## src/rtl/nib_pkg.sv

```systemverilog
package nib_pkg;
  localparam int NIB_W  = 4;
  localparam int BYTE_W = 2 * NIB_W;

  // phase 0 carries bits 7..4, phase 1 carries bits 3..0
  function automatic logic [NIB_W-1:0] byte_part(input logic [BYTE_W-1:0] b,
                                                 input logic ph);
    return ph ? b[NIB_W-1:0] : b[BYTE_W-1:NIB_W];
  endfunction

  function automatic logic [BYTE_W-1:0] byte_join(input logic [NIB_W-1:0] hi,
                                                  input logic [NIB_W-1:0] lo);
    return {hi, lo};
  endfunction
endpackage

```

## src/rtl/nib_strobe_seq.sv

```systemverilog
module nib_strobe_seq (
  input  logic clk,
  input  logic rst_n,
  input  logic strobe,
  output logic fall,
  output logic phase
);
  logic strobe_d;

  assign fall = strobe_d & ~strobe;

  always_ff @(posedge clk) begin
    if (!rst_n) begin
      strobe_d <= 1'b0;
      phase    <= 1'b0;
    end else begin
      strobe_d <= strobe;
      if (fall) phase <= ~phase;
    end
  end
endmodule

```

## src/rtl/nib_busy_timer.sv

```systemverilog
module nib_busy_timer #(
  parameter int BUSY_CYC = 10,
  localparam int CNT_W = $clog2(BUSY_CYC + 1)
) (
  input  logic             clk,
  input  logic             rst_n,
  input  logic             start,
  output logic             busy,
  output logic [CNT_W-1:0] cnt
);
  assign busy = (cnt != '0);

  always_ff @(posedge clk) begin
    if (!rst_n)     cnt <= '0;
    else if (start) cnt <= CNT_W'(BUSY_CYC);
    else if (busy)  cnt <= cnt - 1'b1;
  end
endmodule

```

## src/rtl/nib_byte_pack.sv

```systemverilog
module nib_byte_pack
  import nib_pkg::*;
(
  input  logic              clk,
  input  logic              rst_n,
  input  logic              fall,
  input  logic              phase,
  input  logic              rd_nwr,
  input  logic              rsel,
  input  logic              busy,
  input  logic [NIB_W-1:0]  din,
  output logic              cmd_commit,
  output logic              dat_commit,
  output logic [BYTE_W-1:0] cmd_q,
  output logic [BYTE_W-1:0] dat_q
);
  logic [NIB_W-1:0] hold;
  logic             wr_hi, wr_lo;

  assign wr_hi      = fall & ~rd_nwr & ~phase;
  assign wr_lo      = fall & ~rd_nwr &  phase;
  assign cmd_commit = wr_lo & ~busy & ~rsel;
  assign dat_commit = wr_lo & ~busy &  rsel;

  always_ff @(posedge clk) begin
    if (!rst_n) begin
      hold  <= '0;
      cmd_q <= '0;
      dat_q <= '0;
    end else begin
      if (wr_hi)      hold  <= din;
      if (cmd_commit) cmd_q <= byte_join(hold, din);
      if (dat_commit) dat_q <= byte_join(hold, din);
    end
  end
endmodule

```

## src/rtl/nib_host_if.sv

```systemverilog
module nib_host_if
  import nib_pkg::*;
#(
  parameter int BUSY_CYC = 10
) (
  input  logic              clk,
  input  logic              rst_n,
  input  logic              strobe,
  input  logic              rd_nwr,
  input  logic              rsel,
  input  logic [NIB_W-1:0]  bus_in,
  output logic [NIB_W-1:0]  bus_out,
  output logic              bus_oe,
  input  logic [BYTE_W-2:0] stat_in,
  output logic [BYTE_W-1:0] cmd_q,
  output logic [BYTE_W-1:0] dat_q,
  output logic              busy
);
  localparam int CNT_W = $clog2(BUSY_CYC + 1);

  logic             fall, phase;
  logic             cmd_commit, dat_commit;
  logic [CNT_W-1:0] busy_cnt;
  logic [BYTE_W-1:0] rd_byte;

  nib_strobe_seq u_seq (
    .clk(clk), .rst_n(rst_n), .strobe(strobe), .fall(fall), .phase(phase)
  );

  nib_busy_timer #(.BUSY_CYC(BUSY_CYC)) u_timer (
    .clk(clk), .rst_n(rst_n), .start(cmd_commit | dat_commit),
    .busy(busy), .cnt(busy_cnt)
  );

  nib_byte_pack u_pack (
    .clk(clk), .rst_n(rst_n), .fall(fall), .phase(phase), .rd_nwr(rd_nwr),
    .rsel(rsel), .busy(busy), .din(bus_in), .cmd_commit(cmd_commit),
    .dat_commit(dat_commit), .cmd_q(cmd_q), .dat_q(dat_q)
  );

  assign rd_byte = rsel ? dat_q : {busy, stat_in};
  assign bus_out = byte_part(rd_byte, phase);
  assign bus_oe  = strobe & rd_nwr;
endmodule

```

## config.mk

```make
export PLATFORM = sky130hd
export DESIGN_NAME = nib_host_if
export DESIGN_NICKNAME = d
export VERILOG_FILES = /design/src/rtl/nib_pkg.sv /design/src/rtl/nib_strobe_seq.sv /design/src/rtl/nib_busy_timer.sv /design/src/rtl/nib_byte_pack.sv /design/src/rtl/nib_host_if.sv
export SDC_FILE = /design/constraint.sdc
export NUM_CORES = 1
export LEC_CHECK = 0
export ABC_CLOCK_PERIOD_IN_PS = 1800
export BUFFER_PORTS_ARGS = -buffer_cell sky130_fd_sc_hd__buf_2
export CORE_MARGIN = 10
export CORE_UTILIZATION = 49
export CTS_CLUSTER_DIAMETER = 50
export DETAILED_ROUTE_END_ITERATION = 10
export PLACE_DENSITY = 0.77
export SLEW_MARGIN = 20
export SYNTH_ARGS = -nofsm -noshare
export SYNTH_HDL_FRONTEND = slang
export SYNTH_SLANG_ARGS = --single-unit
```

## constraint.sdc

```tcl
create_clock -name clk -period 1.8 [get_ports clk]
set_input_delay 0.36 -clock clk [delete_from_list [all_inputs] [get_ports clk]]
set_output_delay 0.36 -clock clk [all_outputs]
set_load 0.01 [all_outputs]
```

* Word level (Yosys, flattened, before mapping)
Index checks and enable logic that the tools add are counted.
** Word-level totals
- Memory bits (writable) :: 0
- Input port bits :: 16
- Word-level logic and storage cells :: 30
- Memory bits (read-only) :: 0
- Output and inout bits :: 22
- Bits in latches :: 0
- Bits in registers :: 26
- Memories kept :: 0
** Cells by class
- Magnitude comparators :: 0
- Div/mod/pow operators :: 0
- Eq/ne operators :: 0
- Bitwise gates (word level) :: 15
- Mux-type cells :: 4
- Reductions and logical operators :: 3
- $add $sub $neg :: 1
- Shift operators :: 0
- Multiply operators :: 0
** Operators by type and width (number)
- 4-bit 2-to-1 mux :: 3
- 1-bit bitwise AND :: 8
- 8-bit 2-to-1 mux :: 1
- 1-bit inverter :: 6
- 4-bit nonzero test :: 1
- 4-bit by 1-bit subtractor with 4-bit output (second input constant) :: 1
- 2-bit nonzero test :: 1
- 2-bit OR reduction :: 1
- 1-bit bitwise OR :: 1

* Depth between registers and ports, before layout
- Depth after elaboration :: 8
- Depth in mapped cells :: 5
- Gate-level depth less buffers :: 4

* Cells and area by module
A second synthesis with hierarchy kept.
** Unflattened totals
- Cells, all modules :: 108
- Area, all modules :: 1143.6 sq um
** Modules (own cells, without submodules)
- nib_byte_pack :: seq. area each 400.4 sq um, instances 1, area an instance 788.3 sq um, cells each 77
- nib_busy_timer :: seq. area each 80.1 sq um, instances 1, area an instance 156.4 sq um, cells each 18
- nib_host_if :: seq. area each 0.0 sq um, instances 1, area an instance 117.6 sq um, cells each 6
- nib_strobe_seq :: seq. area each 40.0 sq um, instances 1, area an instance 81.3 sq um, cells each 7

* Worst setup path after synthesis
OpenSTA, ideal clock, no wires.
- Path kind :: reg-to-output
- Start point :: register u_timer.cnt[1]
- End point :: output bus_out[3]
- Stages on the path, launching flop included :: 4
- Arrival :: 1.301 ns
- Path buffers :: 0
- Required time :: 1.440 ns
- Path slack :: 0.139 ns
- Cells stage by stage :: dfxtp_1 > nor4_4 > inv_2 > mux4_2
** Between the ends
- Longest elaborated chain between the ends :: 3
** Ends and longest elaborated chain
- from (decl) :: line nib_busy_timer.sv:9 : output logic [CNT_W-1:0] cnt
- from (signal assigned) :: line nib_busy_timer.sv:15 : else if (start) cnt <= CNT_W'(BUSY_CYC);
- from (signal assigned) :: line nib_busy_timer.sv:16 : else if (busy) cnt <= cnt - 1'b1;
- 4-bit nonzero test :: line nib_busy_timer.sv:11 : assign busy = (cnt != '0);
- via busy :: line nib_host_if.sv:17 : output logic busy
- 8-bit 2-to-1 mux :: line nib_host_if.sv:41 : assign rd_byte = rsel ? dat_q : {busy, stat_in};
- 4-bit 2-to-1 mux :: line nib_pkg.sv:8 : return ph ? b[NIB_W-1:0] : b[BYTE_W-1:NIB_W];
- to (decl) :: line nib_host_if.sv:12 : output logic [NIB_W-1:0] bus_out,
The timed path passes the listed nets, and every way through them passes these cells.

* Final worst setup path
- Start point :: register u_timer.cnt[1]
- End point :: output bus_out[3]
** Between the ends
- Longest elaborated chain between the ends :: 3
** Ends and longest elaborated chain (line)
- 4-bit nonzero test :: nib_busy_timer.sv:11
- 8-bit 2-to-1 mux :: nib_host_if.sv:41
- 4-bit 2-to-1 mux :: nib_pkg.sv:8
Every way passes these cells.

==> results.yml <==
routing:
  vias: 903
  drc: 0
  drt_wl_total_um: 2800
  ant_nets: 0
  routedWlPerCell_um: 15.8
  post_drt_via_cell_ratio: 5.10
  drt-initial-drc-count: 16
  firstDrtPassIters: 3
worst_hold_path:
  min_path_cells: 3
  hold_class: "in2reg"
  min_to: "u_pack.dat_q[2]"
  min_from: "bus_in[2]"
worst_setup_path:
  cp_slowest_cell: "mux4_2"
  cp_max_fo: 3
  critical_path.top_delay_family: "multiplexers"
  arrival_ns: 1.68
  required_ns: 1.44
  path_class: "reg2out"
  crit_buf_inv: 2
  r2r-end: "u_pack.dat_q[7]"
  worstSetupStartpointType: "register"
  ff2ff_path_depth: 6
  ff2ff_setup_slack_ns: 0.18
  path_cells: "nor4_4 -> inv_2 -> mux4_2 -> buf_2"
  critPathMaxStageDelay_ns: 0.44
  reg2reg_from: "u_timer.cnt[1]"
  worstSetupEndpointType: "output port"
clocking:
  h-tree-depth: 1
  cts_buffers: 3
  clock_latency_ns: 0.32
  cts_buffer_depth: 2
  clockRootBuffer: "clkbuf_4"
  cts.sinks: 26
  cts_tree: "built"
  hold_buffers: 0
  clkTransAtPathRegs_ns: 0.14
logic_synthesis:
  synth-adder-area-share: 0
  synth_seq_cells: 26
  yosys.area_share.simple: 0.204
  ys_async_sr_fraction: 0
  synth_top_family_by_area: "multiplexers"
  syn_inst: 106
  synth_top_area_share: 0.431
  netlist_area_um2: 1210
  syn_nets: 122
  synth_top_area_cell: "dfxtp_1"
  ys_seq_area_frac: 0.431
  synth.avg_cell_area_um2: 11.4
  synth_cell_type_count: 23
  synth_warnings: 0
  synth_edf_count: 0
  synthXorXnorAreaFrac: 0.00725
  ys_top_cells_by_area: "dfxtp_1, mux2i_1, nand2_1, mux4_2, clkbuf_8"
  synth_compound_area_frac: 0.0352
  synthTopCellsByCount: "dfxtp_1, nand2_1, mux2i_1, mux4_2, nor2b_1"
  synthFlopType: "dfxtp_1"
  synthMuxAreaShare: 0.240
floorplan:
  die-area_um2: 4850
  ios: 38
  start_util: 0.531
  die_x_um: 69.7
  fp.coreArea_um2: 2280
  die_y_um: 69.7
  num_rows: 17
placed_design:
  place.gp.congestion: 0.731
  portBuffers: 37
  placed_area_um2: 1350
  hpwl_um: 2090
  pre_cts_ws_ns: 0.0756
timing:
  finalSetupViolCount: 1
  tightest_slew_ns: 0.541
  post-route-min-period_ns: 2.04
  finalHoldViolCount: 0
  drv_slew: 0
  rsz0062_at_grt: "yes"
  fin_ws_ns: -0.237
  period_share: 1.13
  skew_ns: 0.00824
  hold_slack_ns: 0.312
  relSlewSlack: 0.640
  fmax_mhz: 491
layout:
  design_area_um2: 1450
  fill_cells: 193
  diodes: 0
  area_growth_pct: 19.8
  nets: 166
  drive_gt1_frac: 0.423
  final_core_util: 0.636
power:
  power_uw: 965
  ir_drop_v: 0.000507
  leakage_nw: 0.662
  p_per_area_nw_per_um2: 666
global_route:
  grt_pass1_vias: 924
  grt_max_degree: 35
  grt_first_pass_wirelength_um: 4460
  grt_use_total: 0.110
  grt_antenna_before_repair: 0
  grt_overflow: 0
outcome:
  status: "finished, violations left"
  violations: "setup timing"
run:
  maxCapViolCount: 0
## where the power goes
| group | switching (mW) | leakage, nW | internal (mW) |
|---|---|---|---|
| registers | 0.00778 | 0.213 | 0.578 |
| clock network | 0.169 | 0.0210 | 0.124 |
| logic | 0.0407 | 0.429 | 0.0461 |
| total | 0.217 | 0.662 | 0.747 |
## placed cells by master, fill, tap and decap left out
cell and count:
mux2i_1 20, nor4_4 1, mux4_2 4, a21boi_0 3, nand2_1 26, nor2b_1 4, nor2_1 1, nand3_2 1
buf_6 1, dfxtp_4 3, clkbuf_8 1, nor4b_4 1, and2_1 3, nand2b_1 1, inv_2 1, dfxtp_1 22
nor3b_1 1, nand3b_1 1, buf_4 8, dfxtp_2 1, and4bb_2 1, nor3b_2 1, clkbuf_4 3, o21ai_0 1
xnor2_1 1, o31ai_1 2, buf_2 36
## cell type report
class	instances	area (um^2)	share of cell area
multi-input cells	73	588	0.406
flip-flops and latches	26	533	0.368
repair buffers	45	251	0.174
clock buffers	4	36.3	0.0251
well taps	28	35.0	0.0242
inverters	1	3.75	0.00259
## through the flow
step	setup TNS (ns)	std cells
6_report	-0.237	177
5_1_grt	-0.386	177
4_1_cts	-0.221	174
3_5_place_dp	0	167
3_3_place_gp	0	167
2_1_floorplan	0	106
## sequential cells by signal (all words and copies together), names as in the netlist
| name | count |
|---|---|
| u_pack.cmd_q | 8 |
| u_pack.dat_q | 8 |
| u_pack.hold | 4 |
| u_timer.cnt | 4 |
| u_seq.phase | 1 |
| u_seq.strobe_d | 1 |
## logic make-up after synthesis
group | Yosys count
flip-flops | 26
AND/OR/NAND/NOR | 42
buffers and inverters | 7
AO/OA/AOI/OAI | 6
XOR/XNOR | 1
multiplexers | 24
## timing repair
item,4_1_cts,5_1_grt
setup buffers,3,3
setup endpoints to repair,4,4
gates resized for setup,6,2
pin swaps,1,1
## how the worst max path moves through the flow
stage / slack [ns] / startpoint / depth (start not counted) / endpoint
floorplan: 0.14 / u_timer.cnt[1] / 3 / bus_out[3]
global placement: 0.14 / u_seq.phase / 2 / bus_out[0]
detailed placement: 0.08 / u_timer.cnt[1] / 4 / bus_out[3]
CTS: -0.22 / u_timer.cnt[2] / 4 / bus_out[3]
global route: -0.31 / u_timer.cnt[1] / 4 / bus_out[3]
finish: -0.24 / u_timer.cnt[1] / 4 / bus_out[3]
## metal layers
metal / track usage / vias up / share of wire
met3: 0.0314 / 6 / 0.034
met4: 0.0370 / 0 / 0.016
li1: - / 450 / -
met1: 0.117 / 427 / 0.43
met2: 0.202 / 20 / 0.52
met5: 0 / - / 0
## worst register-to-register path, cell delays in order (launching register included)
cell and delay (ns):
dfxtp_4 0.38, nor4_4 0.32, buf_4 0.16, buf_4 0.09
buf_4 0.11, nand3_2 0.25, mux2i_1 0.20
No activity file was read; power rests on OpenSTA's default activity.
